$ cat config.mk
export PLATFORM = sky130hd
export DESIGN_NAME = cbr_refresh_sched
export DESIGN_NICKNAME = d
export VERILOG_FILES = /design/src/rtl/cbr_pkg.sv /design/src/rtl/cbr_tick_timer.sv /design/src/rtl/cbr_pend_ctr.sv /design/src/rtl/cbr_strobe_fsm.sv /design/src/rtl/cbr_refresh_sched.sv
export SDC_FILE = /design/constraint.sdc
export NUM_CORES = 1
export LEC_CHECK = 0
export ABC_AREA = 1
export BUFFER_PORTS_ARGS = -buffer_cell sky130_fd_sc_hd__buf_2
export CAP_MARGIN = 20
export CORE_AREA = 2 2 58 60
export DETAILED_ROUTE_END_ITERATION = 16
export DIE_AREA = 0 0 60 62
export PLACE_DENSITY = 0.81
export RECOVER_POWER = 50
export SLEW_MARGIN = 20
export SYNTH_ARGS = -nofsm -noshare
export SYNTH_HDL_FRONTEND = slang
export SYNTH_HIERARCHICAL = 1
export SYNTH_SLANG_ARGS = --single-unit
$ cat constraint.sdc
create_clock -name clk -period 3.7 [get_ports clk]
set_input_delay 0.74 -clock clk [delete_from_list [all_inputs] [get_ports clk]]
set_output_delay 0.74 -clock clk [all_outputs]
set_load 0.005 [all_outputs]
$ cat src/rtl/cbr_pkg.sv
package cbr_pkg;
  typedef enum logic [1:0] {
    PH_IDLE  = 2'd0,
    PH_SETUP = 2'd1,
    PH_RASLO = 2'd2,
    PH_PRECH = 2'd3
  } cbr_phase_e;
endpackage

$ cat src/rtl/cbr_tick_timer.sv
module cbr_tick_timer #(
  parameter int unsigned PAUSE_CYC    = 20000,
  parameter int unsigned INTERVAL_CYC = 1560
) (
  input  logic clk,
  input  logic rst_n,
  input  logic init_done_i,
  output logic pause_done_o,
  output logic tick_o
);
  localparam int unsigned LIMIT = (PAUSE_CYC > INTERVAL_CYC) ? PAUSE_CYC : INTERVAL_CYC;
  localparam int unsigned CW    = $clog2(LIMIT + 1);

  logic [CW-1:0] cnt_q;

  always_ff @(posedge clk or negedge rst_n) begin
    if (!rst_n) begin
      cnt_q        <= '0;
      pause_done_o <= 1'b0;
      tick_o       <= 1'b0;
    end else begin
      tick_o <= 1'b0;
      if (!pause_done_o) begin
        if (cnt_q == CW'(PAUSE_CYC - 1)) begin
          pause_done_o <= 1'b1;
          cnt_q        <= '0;
        end else begin
          cnt_q <= cnt_q + 1'b1;
        end
      end else if (init_done_i) begin
        if (cnt_q == CW'(INTERVAL_CYC - 1)) begin
          cnt_q  <= '0;
          tick_o <= 1'b1;
        end else begin
          cnt_q <= cnt_q + 1'b1;
        end
      end
    end
  end

  AST_TICK_AFTER_INIT: assert property (@(posedge clk) disable iff (!rst_n)
    tick_o |-> init_done_i);
  AST_PAUSE_STICKY: assert property (@(posedge clk) disable iff (!rst_n)
    pause_done_o |=> pause_done_o);
endmodule

$ cat src/rtl/cbr_pend_ctr.sv
module cbr_pend_ctr #(
  parameter int unsigned PEND_MAX = 7
) (
  input  logic                          clk,
  input  logic                          rst_n,
  input  logic                          inc_i,
  input  logic                          dec_i,
  output logic [$clog2(PEND_MAX+1)-1:0] count_o
);
  localparam int unsigned PW = $clog2(PEND_MAX + 1);

  always_ff @(posedge clk or negedge rst_n) begin
    if (!rst_n) begin
      count_o <= '0;
    end else begin
      case ({inc_i, dec_i})
        2'b10: if (count_o != PW'(PEND_MAX)) count_o <= count_o + 1'b1;
        2'b01: count_o <= count_o - 1'b1;
        default: count_o <= count_o;
      endcase
    end
  end

  AST_NO_OVERFLOW: assert property (@(posedge clk) disable iff (!rst_n)
    (count_o == PW'(PEND_MAX) && inc_i && !dec_i) |=> count_o == PW'(PEND_MAX));
  AST_NO_UNDERFLOW: assert property (@(posedge clk) disable iff (!rst_n)
    dec_i |-> count_o != '0);
endmodule

$ cat src/rtl/cbr_strobe_fsm.sv
module cbr_strobe_fsm
  import cbr_pkg::*;
#(
  parameter int unsigned INIT_CYCLES = 8,
  parameter int unsigned CSR_CYC     = 1,
  parameter int unsigned CHR_CYC     = 2,
  parameter int unsigned RAS_CYC     = 6,
  parameter int unsigned RP_CYC      = 5
) (
  input  logic clk,
  input  logic rst_n,
  input  logic pause_done_i,
  input  logic pend_nz_i,
  input  logic gnt_i,
  output logic work_o,
  output logic busy_o,
  output logic take_pend_o,
  output logic init_done_o,
  output logic ras_n_o,
  output logic cas_n_o
);
  localparam int unsigned M1   = (CSR_CYC > RAS_CYC) ? CSR_CYC : RAS_CYC;
  localparam int unsigned MLEN = (M1 > RP_CYC) ? M1 : RP_CYC;
  localparam int unsigned PCW  = $clog2(MLEN + 1);
  localparam int unsigned ICW  = $clog2(INIT_CYCLES + 1);

  cbr_phase_e     ph_q;
  logic [PCW-1:0] pc_q;
  logic [ICW-1:0] init_left_q;
  logic           start;
  logic           ras_d, cas_d;

  assign work_o      = pause_done_i && ((init_left_q != '0) || (init_done_o && pend_nz_i));
  assign busy_o      = (ph_q != PH_IDLE);
  assign start       = (ph_q == PH_IDLE) && work_o && gnt_i;
  assign take_pend_o = start && (init_left_q == '0);

  always_ff @(posedge clk or negedge rst_n) begin
    if (!rst_n) begin
      ph_q        <= PH_IDLE;
      pc_q        <= '0;
      init_left_q <= ICW'(INIT_CYCLES);
      init_done_o <= 1'b0;
    end else begin
      pc_q <= pc_q + 1'b1;
      case (ph_q)
        PH_IDLE: begin
          pc_q <= '0;
          if (start) begin
            ph_q <= PH_SETUP;
            if (init_left_q != '0) init_left_q <= init_left_q - 1'b1;
          end else if (pause_done_i && init_left_q == '0) begin
            init_done_o <= 1'b1;
          end
        end
        PH_SETUP: if (pc_q == PCW'(CSR_CYC - 1)) begin ph_q <= PH_RASLO; pc_q <= '0; end
        PH_RASLO: if (pc_q == PCW'(RAS_CYC - 1)) begin ph_q <= PH_PRECH; pc_q <= '0; end
        default:  if (pc_q == PCW'(RP_CYC - 1))  begin ph_q <= PH_IDLE;  pc_q <= '0; end
      endcase
    end
  end

  assign ras_d = (ph_q != PH_RASLO);
  assign cas_d = !((ph_q == PH_SETUP) || (ph_q == PH_RASLO && pc_q < PCW'(CHR_CYC)));

  always_ff @(posedge clk or negedge rst_n) begin
    if (!rst_n) begin
      ras_n_o <= 1'b1;
      cas_n_o <= 1'b1;
    end else begin
      ras_n_o <= ras_d;
      cas_n_o <= cas_d;
    end
  end

  AST_GRANT_HELD: assert property (@(posedge clk) disable iff (!rst_n)
    busy_o |-> gnt_i);
  AST_INIT_STICKY: assert property (@(posedge clk) disable iff (!rst_n)
    init_done_o |=> init_done_o);
endmodule

$ cat src/rtl/cbr_refresh_sched.sv
module cbr_refresh_sched #(
  parameter int unsigned PAUSE_CYC    = 20000,
  parameter int unsigned INTERVAL_CYC = 1560,
  parameter int unsigned INIT_CYCLES  = 8,
  parameter int unsigned CSR_CYC      = 1,
  parameter int unsigned CHR_CYC      = 2,
  parameter int unsigned RAS_CYC      = 6,
  parameter int unsigned RP_CYC       = 5,
  parameter int unsigned PEND_MAX     = 7
) (
  input  logic clk,
  input  logic rst_n,
  input  logic gnt_i,
  output logic req_o,
  output logic ras_n_o,
  output logic cas_n_o,
  output logic we_n_o,
  output logic init_done_o
);
  localparam int unsigned PW  = $clog2(PEND_MAX + 1);
  localparam int unsigned RLW = $clog2(RAS_CYC + 2);

  logic          pause_done, tick, work, busy, take_pend;
  logic [PW-1:0] pend;

  cbr_tick_timer #(.PAUSE_CYC(PAUSE_CYC), .INTERVAL_CYC(INTERVAL_CYC)) u_timer (
    .clk(clk), .rst_n(rst_n), .init_done_i(init_done_o),
    .pause_done_o(pause_done), .tick_o(tick)
  );

  cbr_pend_ctr #(.PEND_MAX(PEND_MAX)) u_pend (
    .clk(clk), .rst_n(rst_n), .inc_i(tick), .dec_i(take_pend), .count_o(pend)
  );

  cbr_strobe_fsm #(
    .INIT_CYCLES(INIT_CYCLES), .CSR_CYC(CSR_CYC), .CHR_CYC(CHR_CYC),
    .RAS_CYC(RAS_CYC), .RP_CYC(RP_CYC)
  ) u_fsm (
    .clk(clk), .rst_n(rst_n), .pause_done_i(pause_done), .pend_nz_i(pend != '0),
    .gnt_i(gnt_i), .work_o(work), .busy_o(busy), .take_pend_o(take_pend),
    .init_done_o(init_done_o), .ras_n_o(ras_n_o), .cas_n_o(cas_n_o)
  );

  assign req_o  = work || busy;
  assign we_n_o = 1'b1;

  logic [RLW-1:0] ras_lo_run;
  always_ff @(posedge clk or negedge rst_n) begin
    if (!rst_n)          ras_lo_run <= '0;
    else if (!ras_n_o)   ras_lo_run <= ras_lo_run + 1'b1;
    else                 ras_lo_run <= '0;
  end

  AST_CBR_ORDER: assert property (@(posedge clk) disable iff (!rst_n)
    $fell(ras_n_o) |-> (!cas_n_o && $past(!cas_n_o)));
  AST_RAS_WIDTH: assert property (@(posedge clk) disable iff (!rst_n)
    $rose(ras_n_o) |-> ras_lo_run == RLW'(RAS_CYC));
  AST_IDLE_STROBES: assert property (@(posedge clk) disable iff (!rst_n)
    !req_o |-> (ras_n_o && cas_n_o));
endmodule

==> run metrics <==
Die X=approximately 60 um; status=complete, but fails checks; share of layout cells above drive strength 1=14.4%; Rows=21; area of the die=0.00372 sq mm; PortBufs=6; crit-path max FO=4; clock transition at the registers of the reported paths=0.10 ns; Gate Count Post-Synth=259; Hold Crit Class=flip-flop to flip-flop; synthesized flop and latch total=32; GRT overflow=0; Worst Path Required=2.96 ns; Setup CP Type=flip-flop to primary output; footprint of the multi-input gates=978 sq um; post-synthesis sequential area ratio=41.0%; Post-Syn Nets=272; Total GRT Usage=22.5%; CTS buffer count=5; max_cap viols=1; core area=0.00318 sq mm; number of hold buffers added after CTS=0; DRT Pass-1 Iters=4; vias post-DR=1628; pins over their slew limit=33; drc violations=0; register area=805 sq um; crit-path leading delay family=flip-flops; Cell variety after synth=29; # IOs=8; number of H-tree levels=2; CP peak stage delay=0.38 ns; Clock Latency Late Sink=roughly 0.34 ns; failing checks=max-capacitance violations, max-slew violations; Startpoint Class=flip-flop; setup bufs post-CTS=0; Finish-stage setup viols=0; final wirelength=3.49 mm; Critical Path Stages=7; RSZ-0062 raised after global routing=false; Design Power=0.589 mW; P per Cell Area=280 mW/mm^2; critical path endpoint category=primary output; RR Endpoint=u_pend/count_o[2]$_DFFE_PN0P_; Cell Area, Synth=0.00196 sq mm; CTS Sinks=32; hpwl dp=2.62 mm; Final ANT Viol Nets=0; Area Growth Syn to Fin=7.26%; crit share post-route=between 60% and 70%; FILL cells=263; GP Congestion=0.894; max_slew headroom=-9.44%; Initial Utilization=between 60% and 70%; worst setup path endpoint=req_o; Ant. Diodes=0; f_max=430 MHz; clk root buf=clkbuf_4; Worst Tran Pin Value=1.64 ns; Tmin final=2.32 ns; synth warn=6; first-pass GRT wire length=6.20 mm; vias per cell=5.14; vias in the first global route=approximately 1500; count of final hold-check violations=0; die height=around 62 um; Longest Clk Path Bufs=2; CP Data Arrival Time=1.58 ns; placed cell area=a little over 0.002 sq mm; largest net degree at the start of global routing=33; DR iter-0 viols=92; Worst Skew=0.00740 ns; CTS tree=built; Slowest-stage cell, CP=dfrtp_1; Peak VDD IR=0.207 mV; WP buf/inv=3; fin area=0.00211 sq mm; CP startpoint=u_fsm/init_left_q[0]$_DFFE_PN0P_; r2r worst-path depth=13; initial antenna violation count=0; final setup TNS=0 ns; worst slack, placed=1.37 ns; Final WS setup=1.38 ns; setup slack on the worst flop-to-flop path=approximately 1.4 ns; CP Cell Sequence=inv_2 > ha_1 > nand3_2 > nand2_1 > inv_1 > or2_1 > buf_2; r2r startpoint=u_fsm/ph_q[0]$_DFFE_PN0P_; Syn Area/Cell=7.58 sq um; post-cts sizing count=0; Final #Nets=283; LEAKAGE=1.11 nW; DR WL/cell=approximately 11 um
-- logic make-up after synthesis --
kind of cell	Yosys count	synth area share [%]
compound gates	22	5.99
xor+xnor	9	4.01
fa+ha+maj	10	6.75
buf+inv	47	9.23
flops	32	41.0
other cells	1	0.191
simple gates	138	32.9
-- cell usage after synthesis (all sizes together) --
cell     n  area (sq um)
xor2     7          61.3
a31oi    1          6.26
inv     44           165
dfstp    3          78.8
o21bai   1          7.51
nand4    6          43.8
clkinv   1          3.75
dfrtp   29           726
fa       1          20.0
or2      3          21.3
nand3   25           140
buf      2          12.5
xnor2    2          17.5
ha       9           113
nand2   72           290
nor2    32           150
a21oi   10          53.8
o21ai   10          50.0
conb     1          3.75
-- registers in the layout (all words and copies together), names as in the netlist --
register / flops
u_fsm/init_left_q: 4
u_fsm/ras_n_o: 1
u_timer/cnt_q: 15
u_timer/pause_done_o: 1
u_fsm/cas_n_o: 1
u_pend/count_o: 3
u_timer/tick_o: 1
u_fsm/pc_q: 3
u_fsm/init_done_o: 1
u_fsm/ph_q: 2
-- worst register-to-register path, delay by kind of cell, from the launching register on --
kind	cells	cell delay, ns
buf+inv	4	0.36
simple gates	7	0.72
fa+ha+maj	2	0.68
flops	1	0.43
-- how the worst min path moves through the flow --
| stage | startpoint | endpoint | slack (ns) | depth (start not counted) |
|---|---|---|---|---|
| 4_1_cts | rst_n | u_fsm/init_done_o$_DFFE_PN0P_ | 0.45 | 1 |
| 3_5_place_dp | u_timer/cnt_q[13]$_DFFE_PN0P_ | u_timer/cnt_q[13]$_DFFE_PN0P_ | 0.49 | 1 |
| 6_report | u_timer/cnt_q[13]$_DFFE_PN0P_ | u_timer/cnt_q[13]$_DFFE_PN0P_ | 0.50 | 1 |
| 2_1_floorplan | rst_n | u_fsm/init_done_o$_DFFE_PN0P_ | 0.44 | 0 |
| 5_1_grt | u_timer/cnt_q[13]$_DFFE_PN0P_ | u_timer/cnt_q[13]$_DFFE_PN0P_ | 0.52 | 1 |
| 3_3_place_gp | u_timer/cnt_q[13]$_DFFE_PN0P_ | u_timer/cnt_q[13]$_DFFE_PN0P_ | 0.49 | 1 |
-- stage by stage --
| step | util (%) | hold WS, ns | std cells |
|---|---|---|---|
| global placement | 64.1 | 0.488 | 309 |
| floorplan | - | 0.444 | 259 |
| global route | 66.3 | 0.525 | 317 |
| finish | 66.3 | 0.504 | 317 |
| detailed placement | 64.1 | 0.485 | 309 |
| CTS | 66.3 | 0.448 | 317 |
-- cell usage in the layout, fill, tap and decap left out --
cell,count
nand4_2,1
o21bai_1,1
clkbuf_4,5
buf_2,5
a31oi_1,1
or2_1,2
fa_1,1
xnor2_1,2
nand3_1,22
or2_4,1
nor2_2,3
dfrtp_1,29
nand3_2,3
nor2_4,3
conb_1,1
o21ai_0,7
xor2_1,7
nand4_1,5
ha_1,9
clkbuf_8,2
clkbuf_1,2
inv_2,4
dfstp_2,3
nor2_1,26
nand2_1,64
nand2_2,8
a21oi_1,9
a21oi_2,1
clkinv_1,1
o21ai_1,3
inv_1,40
-- final cells by class --
class,count,area share [%]
Clock buffer,8,3.27
Timing Repair Buffer,6,1.37
Inverter,45,8.02
Tap cell,46,2.73
Multi-Input combinational cell,180,46.4
Sequential cell,32,38.2
-- layer usage --
layer	up-vias	routed length (um)	GRT usage, %
li1	824	-	-
met1	760	1650	28.2
met2	35	1640	37.6
met3	9	135	5.59
met4	0	72	9.21
met5	-	0	0
-- report_power, final --
part | switching [mW] | total, mW | internal (mW) | leakage [nW]
sequential | 0 | 0.350 | 0.350 | 0.412
combinational | 0.00731 | 0.00808 | 0.000767 | 0.657
clock | 0.120 | 0.232 | 0.112 | 0.0386
total | 0.127 | 0.589 | 0.462 | 1.11
No activity file was read; power rests on OpenSTA's default activity.
